[src/rtl/rail_seq_pkg.sv]
package rail_seq_pkg;
    typedef enum logic [2:0] {
        RS_OFF     = 3'd0,
        RS_UP_WAIT = 3'd1,
        RS_RAMP    = 3'd2,
        RS_ON      = 3'd3,
        RS_DN_WAIT = 3'd4,
        RS_FAULT   = 3'd5
    } rail_state_t;
endpackage

[src/rtl/seq_pin_sync.sv]
module seq_pin_sync #(
    parameter int W = 3
) (
    input  logic         clk,
    input  logic         rst_n,
    input  logic [W-1:0] d_async,
    output logic [W-1:0] d_sync
);
    logic [W-1:0] stage1;

    always_ff @(posedge clk or negedge rst_n) begin
        if (!rst_n) begin
            stage1 <= '0;
            d_sync <= '0;
        end else begin
            stage1 <= d_async;
            d_sync <= stage1;
        end
    end
endmodule

[src/rtl/seq_rail_fsm.sv]
module seq_rail_fsm
    import rail_seq_pkg::*;
#(
    parameter int NUM_PINS    = 3,
    parameter int SEL_W       = 2,
    parameter int DLY_W       = 4,
    parameter int HALF_MS_CYC = 50000
) (
    input  logic                clk,
    input  logic                rst_n,
    input  logic                sw_reset,
    input  logic                wd_restart,
    input  logic                reg_en,
    input  logic [SEL_W-1:0]    pin_sel,
    input  logic [NUM_PINS-1:0] pins_s,
    input  logic                unit_sel,
    input  logic [DLY_W-1:0]    up_code,
    input  logic [DLY_W-1:0]    dn_code,
    input  logic                pg,
    output logic                rail_en,
    output logic                sc_flag,
    output logic                settled
);
    localparam int MAX_CNT = ((1 << DLY_W) - 1) * 2 * HALF_MS_CYC;
    localparam int CW      = $clog2(MAX_CNT + 1);
    localparam logic [CW-1:0] HALF_W = CW'(HALF_MS_CYC);
    localparam logic [CW-1:0] FULL_W = CW'(2 * HALF_MS_CYC);
    localparam logic [CW-1:0] TMO_W  = CW'(2 * HALF_MS_CYC - 1);

    rail_state_t   st, nxt;
    logic [CW-1:0] cnt, ncnt;
    logic          pend, npend;
    logic          nflag;
    logic          pin_mode, pin_lvl;
    logic [CW-1:0] unit_w, up_load, dn_load;

    always_comb begin
        pin_lvl = 1'b0;
        for (int i = 0; i < NUM_PINS; i++) begin
            if (pin_sel == SEL_W'(i + 1)) pin_lvl = pins_s[i];
        end
    end

    assign pin_mode = reg_en && (pin_sel != '0);
    assign unit_w   = unit_sel ? FULL_W : HALF_W;
    assign up_load  = CW'(up_code) * unit_w;
    assign dn_load  = CW'(dn_code) * unit_w;

    // next-state logic
    always_comb begin
        nxt   = st;
        ncnt  = cnt;
        npend = pend;
        nflag = sc_flag;
        if (sw_reset) begin
            nxt   = RS_OFF;
            ncnt  = '0;
            npend = 1'b0;
            nflag = 1'b0;
        end else if (!pin_mode) begin
            npend = 1'b0;
            if (!reg_en) begin
                nxt = RS_OFF;
            end else begin
                unique case (st)
                    RS_OFF, RS_UP_WAIT, RS_DN_WAIT: begin
                        nxt  = RS_RAMP;
                        ncnt = TMO_W;
                    end
                    RS_RAMP: begin
                        if (pg) nxt = RS_ON;
                        else if (cnt == '0) begin
                            nxt   = RS_FAULT;
                            nflag = 1'b1;
                        end else ncnt = cnt - 1'b1;
                    end
                    RS_ON, RS_FAULT: nxt = st;
                    default: nxt = RS_OFF;
                endcase
            end
        end else begin
            unique case (st)
                RS_OFF: begin
                    if (pin_lvl) begin
                        nxt  = RS_UP_WAIT;
                        ncnt = up_load;
                    end
                end
                RS_UP_WAIT: begin
                    if (!pin_lvl) begin
                        nxt   = RS_OFF;
                        npend = 1'b0;
                    end else if (cnt == '0) begin
                        nxt  = RS_RAMP;
                        ncnt = TMO_W;
                    end else ncnt = cnt - 1'b1;
                end
                RS_RAMP: begin
                    if (!pin_lvl || wd_restart) begin
                        nxt   = RS_DN_WAIT;
                        ncnt  = dn_load;
                        npend = pin_lvl;
                    end else if (pg) nxt = RS_ON;
                    else if (cnt == '0) begin
                        nxt   = RS_FAULT;
                        nflag = 1'b1;
                    end else ncnt = cnt - 1'b1;
                end
                RS_ON: begin
                    if (!pin_lvl || wd_restart) begin
                        nxt   = RS_DN_WAIT;
                        ncnt  = dn_load;
                        npend = pin_lvl;
                    end
                end
                RS_DN_WAIT: begin
                    if (pin_lvl && !pend) begin
                        nxt  = RS_RAMP;
                        ncnt = TMO_W;
                    end else if (cnt == '0) begin
                        npend = 1'b0;
                        if (pend && pin_lvl) begin
                            nxt  = RS_UP_WAIT;
                            ncnt = up_load;
                        end else nxt = RS_OFF;
                    end else begin
                        ncnt = cnt - 1'b1;
                        if (!pin_lvl) npend = 1'b0;
                    end
                end
                RS_FAULT: begin
                    if (!pin_lvl) nxt = RS_OFF;
                end
                default: nxt = RS_OFF;
            endcase
        end
    end

    // state register
    always_ff @(posedge clk or negedge rst_n) begin
        if (!rst_n) begin
            st      <= RS_OFF;
            cnt     <= '0;
            pend    <= 1'b0;
            sc_flag <= 1'b0;
        end else begin
            st      <= nxt;
            cnt     <= ncnt;
            pend    <= npend;
            sc_flag <= nflag;
        end
    end

    // outputs
    always_comb begin
        rail_en = (st == RS_RAMP) || (st == RS_ON) || (st == RS_DN_WAIT);
        if (!pin_mode) settled = 1'b1;
        else if (pin_lvl) settled = (st == RS_ON) || (st == RS_FAULT);
        else settled = (st == RS_OFF) || (st == RS_FAULT);
    end

    a_r2_reg_clear_off: assert property (@(posedge clk) disable iff (!rst_n)
        !reg_en |=> !rail_en);

    a_r6_reg_immediate: assert property (@(posedge clk) disable iff (!rst_n)
        (!pin_mode && reg_en && !sw_reset && st == RS_OFF) |=> rail_en);

    a_r7_flag_from_ramp: assert property (@(posedge clk) disable iff (!rst_n)
        $rose(sc_flag) |-> $past(st == RS_RAMP && !pg));

    a_r8_sw_reset_clears: assert property (@(posedge clk) disable iff (!rst_n)
        sw_reset |=> (!rail_en && !sc_flag));

    a_r9_restart_holds_on: assert property (@(posedge clk) disable iff (!rst_n)
        (pin_mode && pin_lvl && wd_restart && !sw_reset && st == RS_ON)
            |=> (rail_en && st == RS_DN_WAIT));
endmodule

[src/rtl/seq_done_tracker.sv]
module seq_done_tracker #(
    parameter int NUM_RAILS = 3
) (
    input  logic                 clk,
    input  logic                 rst_n,
    input  logic [NUM_RAILS-1:0] settled,
    output logic                 seq_done
);
    logic all_now, all_q;

    assign all_now  = &settled;
    assign seq_done = all_now && !all_q;

    always_ff @(posedge clk or negedge rst_n) begin
        if (!rst_n) all_q <= 1'b1;
        else        all_q <= all_now;
    end

    a_r11_done_single: assert property (@(posedge clk) disable iff (!rst_n)
        seq_done |=> !seq_done);
endmodule

[src/rtl/rail_sequencer.sv]
module rail_sequencer #(
    parameter int NUM_RAILS   = 3,
    parameter int NUM_PINS    = 3,
    parameter int DLY_W       = 4,
    parameter int HALF_MS_CYC = 50000,
    localparam int SEL_W      = $clog2(NUM_PINS + 1)
) (
    input  logic                       clk,
    input  logic                       rst_n,
    input  logic                       sw_reset,
    input  logic                       wd_restart,
    input  logic [NUM_PINS-1:0]        en_pin,
    input  logic                       dly_unit_sel,
    input  logic [NUM_RAILS-1:0]       rail_reg_en,
    input  logic [NUM_RAILS*SEL_W-1:0] rail_pin_sel,
    input  logic [NUM_RAILS*DLY_W-1:0] rail_up_dly,
    input  logic [NUM_RAILS*DLY_W-1:0] rail_dn_dly,
    input  logic [NUM_RAILS-1:0]       rail_pg,
    output logic [NUM_RAILS-1:0]       rail_en,
    output logic [NUM_RAILS-1:0]       rail_sc,
    output logic                       seq_done
);
    logic [NUM_PINS-1:0]  pins_s;
    logic [NUM_RAILS-1:0] settled;

    seq_pin_sync #(.W(NUM_PINS)) u_sync (
        .clk     (clk),
        .rst_n   (rst_n),
        .d_async (en_pin),
        .d_sync  (pins_s)
    );

    for (genvar r = 0; r < NUM_RAILS; r++) begin : g_rail
        seq_rail_fsm #(
            .NUM_PINS    (NUM_PINS),
            .SEL_W       (SEL_W),
            .DLY_W       (DLY_W),
            .HALF_MS_CYC (HALF_MS_CYC)
        ) u_fsm (
            .clk        (clk),
            .rst_n      (rst_n),
            .sw_reset   (sw_reset),
            .wd_restart (wd_restart),
            .reg_en     (rail_reg_en[r]),
            .pin_sel    (rail_pin_sel[r*SEL_W +: SEL_W]),
            .pins_s     (pins_s),
            .unit_sel   (dly_unit_sel),
            .up_code    (rail_up_dly[r*DLY_W +: DLY_W]),
            .dn_code    (rail_dn_dly[r*DLY_W +: DLY_W]),
            .pg         (rail_pg[r]),
            .rail_en    (rail_en[r]),
            .sc_flag    (rail_sc[r]),
            .settled    (settled[r])
        );
    end

    seq_done_tracker #(.NUM_RAILS(NUM_RAILS)) u_done (
        .clk      (clk),
        .rst_n    (rst_n),
        .settled  (settled),
        .seq_done (seq_done)
    );
endmodule

[config.mk]
export PLATFORM = sky130hd
export DESIGN_NAME = rail_sequencer
export DESIGN_NICKNAME = d
export VERILOG_FILES = /design/src/rtl/rail_seq_pkg.sv /design/src/rtl/seq_pin_sync.sv /design/src/rtl/seq_rail_fsm.sv /design/src/rtl/seq_done_tracker.sv /design/src/rtl/rail_sequencer.sv
export SDC_FILE = /design/constraint.sdc
export NUM_CORES = 1
export LEC_CHECK = 0
export BUFFER_PORTS_ARGS = -buffer_cell sky130_fd_sc_hd__buf_2
export CAP_MARGIN = 20
export CORE_ASPECT_RATIO = 1.25
export CORE_MARGIN = 5
export CORE_UTILIZATION = 65
export DETAILED_ROUTE_END_ITERATION = 8
export PLACE_DENSITY = 0.83
export SKIP_CTS_REPAIR_TIMING = 1
export SYNTH_ARGS = -nofsm -noshare
export SYNTH_HDL_FRONTEND = slang
export SYNTH_HIERARCHICAL = 1
export SYNTH_SLANG_ARGS = --single-unit
[constraint.sdc]
create_clock -name clk -period 3.3 [get_ports clk]
set_input_delay 0 -clock clk [delete_from_list [all_inputs] [get_ports clk]]
set_output_delay 0 -clock clk [all_outputs]
set_load 0.1 [all_outputs]
Yosys cells after proc, flatten, opt, wreduce, memory -nomap -nowiden
Cells that the tools add are included.

Add/subtract/negate cells: 3. Multiply operators: 6. Div/mod/pow operators: 0. $lt $le $gt $ge: 0. Eq/ne operators: 63. Shift-type cells: 0. Muxes and demuxes: 154. Bitwise operators: 0. Reductions and logical operators: 72.

Operator list (number): 21-bit 2-to-1 mux (39); 21-bit case mux with 5 select lines (3); 4-bit by 21-bit multiplier with 21-bit output (6); 21-bit case mux with 2 select lines (3); 3-bit 2-to-1 mux (39); 4-bit != test (second input constant) (18); 21-bit zero test (3); 21-bit by 1-bit subtractor with 21-bit output (second input constant) (3); 1-bit 2-to-1 mux (60); 3-bit case mux with 6 select lines (3); 5-bit != test (second input constant) (9); 3-bit case mux with 3 select lines (3); 7-bit != test (second input constant) (3); 3-bit AND reduction (7); 7-bit AND reduction (3); 3-bit by 2-bit == test with 1-bit output (second input constant) (6); 3-bit == test (second input constant) (6); 6-bit != test (second input constant) (3); 6-bit AND reduction (3); 17-bit 2-to-1 mux (1); 1-bit logical OR (15); 2-bit == test (second input constant) (6); 4-bit by 3-bit != test with 1-bit output (second input constant) (3); 2-bit nonzero test (6); other kinds (11) (47).

Flip-flop bits (word level): 85. Bits in latches: 0. Memory bits (writable): 0. Memory bits (read-only): 0. Output and inout bits: 7. Memories kept: 0.

Depth between registers and ports, before layout
Word-level depth: 11. Mapped depth: 16. Depth with buffers taken out: 16.

Modules after synthesis
Netlist, hierarchy kept.

By module, submodules not included: seq_rail_fsm (g_rail[0].u_fsm) (instances 1, cells an instance 691, area each 5216.3 um^2, sequential area each 650.6 um^2); seq_rail_fsm (g_rail[1].u_fsm) (instances 1, cells an instance 629, area each 4794.6 um^2, sequential area each 650.6 um^2); seq_rail_fsm (g_rail[2].u_fsm) (instances 1, cells an instance 636, area each 4694.5 um^2, sequential area each 650.6 um^2); seq_pin_sync (instances 1, cells an instance 6, area each 150.1 um^2, sequential area each 150.1 um^2); seq_done_tracker (instances 1, cells an instance 3, area each 42.5 um^2, sequential area each 26.3 um^2).

Worst setup path before layout
OpenSTA, ideal clock, no wires.

Kind: input port to flip-flop. Start point: in dly_unit_sel. End point: reg g_rail[2].u_fsm.cnt[17]. Library setup time: 134 ps. Arrival time: 3287 ps. Required time: 3166 ps. Path slack: -120 ps. Stages: 15. Buffers on the path: 1. Cells stage by stage: clkbuf_1 -> nor2_1 -> or2_2 -> ha_1 -> xor2_1 -> ha_1 -> ha_1 -> a2111oi_0 -> o21ai_0 -> a41oi_1 -> o21bai_1 -> xnor2_1 -> nor2_1 -> o21ai_0 -> o211ai_1.

Cells in the longest elaborated chain, start to end: 8. Elaborated cells on any way between the ends: 12. Classes of those cells: mul (2); mux (10).

RTL lines: start: declaration (RTL line rail_sequencer.sv:13) `input logic dly_unit_sel,`; 17-bit 2-to-1 mux (*) (RTL line seq_rail_fsm.sv:45) `assign unit_w = unit_sel ? FULL_W : HALF_W;`; 4-bit by 21-bit multiplier with 21-bit output (RTL line seq_rail_fsm.sv:46) `assign up_load = CW'(up_code) * unit_w;`; 21-bit 2-to-1 mux (RTL line seq_rail_fsm.sv:122) `if (pend && pin_lvl) begin`; 21-bit 2-to-1 mux (RTL line seq_rail_fsm.sv:120) `end else if (cnt == '0) begin`; 21-bit 2-to-1 mux (RTL line seq_rail_fsm.sv:117) `if (pin_lvl && !pend) begin`; 21-bit case mux with 5 select lines (*) (RTL line seq_rail_fsm.sv:82) `unique case (st)`; 21-bit 2-to-1 mux (*) (RTL line seq_rail_fsm.sv:60) `end else if (!pin_mode) begin`; 21-bit 2-to-1 mux (*) (RTL line seq_rail_fsm.sv:55) `if (sw_reset) begin`; end signal: assignment (RTL line seq_rail_fsm.sv:148) `cnt <= ncnt;`; end: declaration (RTL line seq_rail_fsm.sv:31) `logic [CW-1:0] cnt, ncnt;`.

Mark *: on every way between the ends. The rest lies on a longest branch, timed or not. The select of a mux whose other input is x is not followed. A chain may end at the register's enable or synchronous reset.

Worst setup path after layout
Start point: in dly_unit_sel. End point: reg g_rail[1].u_fsm.cnt[17].

Cells in the longest elaborated chain, start to end: 8. Elaborated cells on any way between the ends: 12. Classes of those cells: mul (2); mux (10).

RTL lines (RTL line): 17-bit 2-to-1 mux (*) (seq_rail_fsm.sv:45); 4-bit by 21-bit multiplier with 21-bit output (seq_rail_fsm.sv:46); 21-bit 2-to-1 mux (seq_rail_fsm.sv:122); 21-bit 2-to-1 mux (seq_rail_fsm.sv:120); 21-bit 2-to-1 mux (seq_rail_fsm.sv:117); 21-bit case mux with 5 select lines (*) (seq_rail_fsm.sv:82); 21-bit 2-to-1 mux (*) (seq_rail_fsm.sv:60); 21-bit 2-to-1 mux (*) (seq_rail_fsm.sv:55); end signal: assignment (seq_rail_fsm.sv:148); end: declaration (seq_rail_fsm.sv:31).

Marked as above.

==> results.toml <==
[floorplanning]
die_width_um = 145
num_rows = 62
die_area_mm2 = 0.0261
core_mm2 = 0.0228
io_pins = 51
start_util_pct = 65.3
fp.dieH_um = 179

[timing]
worstMarginPinSlew_ps = 951
maxSlewHeadroom_pct = 36.4
setup_viol = 0
hold_violations = 0
slew_viol_final = 0
final_critical_path_setup_slack_ps = 12.4
fin_hold_ws_ps = 3.89
finClkSkew_ps = 6.37
fin_crit_ps = 3290
max_freq_ghz = 0.304
fin_crit_sh_pct = 99.6

[routing]
wirelength_mm = 55.4
firstDrtPassIters = 7
wl_per_cell_um = 22.4
met1_length_mm = 19.1
vias = 17600
drt_iter0_drc = 2290
ant_nets = 0
top_layer = "met4"
drc = 0
met2WireLength_mm = 26.2
wl_met3_mm = 5.25
viasPerCell = 7.13

[setup_path]
crit_path_frequent_cell = "ha_1"
ff2ff_path_depth = 9
rr_startpoint = "g_rail[2].u_fsm/cnt[5]$_DFFE_PN0P_"
regToRegEndpoint = "g_rail[2].u_fsm/cnt[11]$_DFFE_PN0P_"
path_max_fanout = 9
cp.arrival_ps = 3530
path_class = "input port to register"
max_stage_delay_ps = 350
worst_setup_path_start_kind = "input port"
path_cells = "buf_6 -> clkbuf_16 -> and2_1 -> or2_2 -> ha_1 -> xor2_1 -> ha_1 -> a21o_1 -> ha_1 -> or2_2 -> a21o_1 -> nand3_1 -> o21ai_1 -> a31oi_1 -> xnor2_1 -> a221oi_1 -> o21ai_1"
crit_slowest_cell = "ha_1"
worst_setup_path_end_kind = "register"
crit_required_ps = 3540
ff2ff_setup_slack_ps = 160

[grt]
grt_max_degree = 72
grtUsageTotal_pct = 39.0
grt_pass1_vias = 16700
overflow = 0
grt_pass1_wl_mm = 84.3
antenna_found_initial = 0

[job]
maxCapViolCount = 0

[clock_tree]
cts_buffer_depth = 2
cts_tree = "built"
cts_num_sinks = 85
cts.htree.levels = 3
cts_root_buffer = "clkbuf_16"
worstSkewPairLatency_ps = 360
clk_pin_slew_worst_paths_ps = 60
cts_buffers = 9

[place]
port_buffers = 50
dpl_worst_slack_ps = -303
place_area_mm2 = 0.0169
dp.final_hpwl_mm = 41.0
gp_congestion = 1.08

[logic_synthesis]
yosysTopAreaCell = "dfrtp_1"
async_reset_ff_share_pct = 100
ys_warn_count = 6
ys_ff_latch = 85
seq_area_frac_synth_pct = 14.3
synth.distinct_cells = 110
syn_area_mm2 = 0.0149
syn_avg_cell_area_um2 = 7.58
syn_inst = 1965
ys.flop_type = "dfrtp_1"
synth_top_cell_area_share_pct = 14.1
synth_area_leaders = "dfrtp_1, ha_1, a21oi_1, o21ai_0, nor2_1"
synth_edf_count = 0

[finish]
layout_common_cells = "buf_4, nor2_1, a21oi_1, ha_1, nand2_1"
drive_gt1_share_pct = 19.2
fillCellCount = 1691
final_nets = 2406
layout_commonest_cell = "buf_4"
postLayoutCellArea_mm2 = 0.0175
area_growth_pct = 17.4

[run_status]
status = "finished, final reports clean"

[pwr]
power_density_mw_per_mm2 = 391
switching_share_pct = 48.5
finalPower_w = 0.00684
seqPwrFrac_pct = 21.8
ir_drop_v = 0.000346
switchingPower_w = 0.00332
leakage_nw = 8.07
p_comb_share_pct = 64.4
p_int_w = 0.00352
p_clk_share_pct = 13.8

[hold_path]
hold_depth = 3
hp-start = "rail_reg_en[0]"
hold_end = "g_rail[0].u_fsm/sc_flag$_DFFE_PN0P_"
hp-class = "input port to register"
-- area by class of cell --
cell class	count	area, µm²	share of cell area, %
diodes	3	7.51	0.0429
well taps	288	360	2.06
clock inverters	3	15.0	0.0859
flip-flops and latches	85	2130	12.2
multi-input cells	1696	12200	69.9
inverters	86	323	1.85
clock buffers	11	233	1.33
repair buffers	295	2200	12.6
-- synth_stat cells (all sizes together), types with 9 or more instances --
library cell and number:
and3 11, nor3 62, a221oi 11, o221ai 16, o22ai 26, a31oi 42
a21o 53, buf 30, clkbuf 77, ha 165, or4 13, o211ai 20
nand2 149, o21ai 161, and2 20, a21boi 10, o31ai 23, nor4 34
xor2 67, a22oi 15, dfrtp 84, a311oi 11, o311ai 9, or3 16
nor3b 9, a21oi 164, fa 24, nand4 12, nor2 180, a211oi 27
xnor2 47, or2 25, nand3 42, inv 86, o21a 11, nor2b 25
nand2b 31
-- power by group through the flow --
stage	clock, W	sequential (W)	combinational (W)
3_5_place_dp	0	0.00149	0.00411
6_report	0.000947	0.00149	0.00441
5_1_grt	0.000994	0.00152	0.00471
2_1_floorplan	0	0.00134	0.00282
4_1_cts	0.000958	0.00148	0.00414
3_3_place_gp	0	0.00148	0.00401
-- logic make-up (layout without fill, tap and decap cells) --
group	after synthesis	in the layout	synth area share [%]
compound gates	711	711	32.1
xor+xnor	114	114	6.70
fa+ha+maj	189	189	17.1
buf+inv	193	395	5.25
flops	85	85	14.3
mux	10	10	0.823
other cells	3	15	0.0756
simple gates	660	660	23.7
-- how the worst max path moves through the flow --
stage | start | endpoint
floorplan | dly_unit_sel | g_rail[2].u_fsm/cnt[17]$_DFFE_PN0P_
global placement | dly_unit_sel | g_rail[1].u_fsm/cnt[19]$_DFFE_PN0P_
detailed placement | dly_unit_sel | g_rail[2].u_fsm/cnt[15]$_DFFE_PN0P_
CTS | dly_unit_sel | g_rail[1].u_fsm/cnt[19]$_DFFE_PN0P_
global route | dly_unit_sel | g_rail[1].u_fsm/cnt[17]$_DFFE_PN0P_
finish | dly_unit_sel | g_rail[1].u_fsm/cnt[17]$_DFFE_PN0P_
-- per-stage QoR --
stage	TNS (ps)	instances	util [%]
after floorplan	0	1974	-
after global placement	-3650	2439	74.1
after detailed placement	-6100	2439	74.1
after CTS	0	2453	75.2
after global routing	-282	2464	76.6
final	0	2467	76.7
-- registers in the layout (all words and copies together) (netlist names) --
name and count:
g_rail.u_fsm/st 9, u_done/all_q 1, g_rail.u_fsm/pend 3, u_sync/d_sync 3, u_sync/stage1 3, g_rail.u_fsm/cnt 63
g_rail.u_fsm/sc_flag 3
-- routing by layer --
layer	up-vias	GRT usage (%)
met3	368	4.63
met4	0	27.1
met2	1259	68.3
met5	-	0
li1	7819	-
met1	8154	44.4
-- worst max-delay path: cells and delay by family --
family / cells / cell delay, ps
adders and majority gates: 3 / 900
AOI/OAI and AO/OA: 6 / 1110
and+or+nand+nor: 4 / 910
xor gates and xnor gates: 2 / 280
buffers and inverters: 2 / 320
No activity file was read; power rests on OpenSTA's default activity.
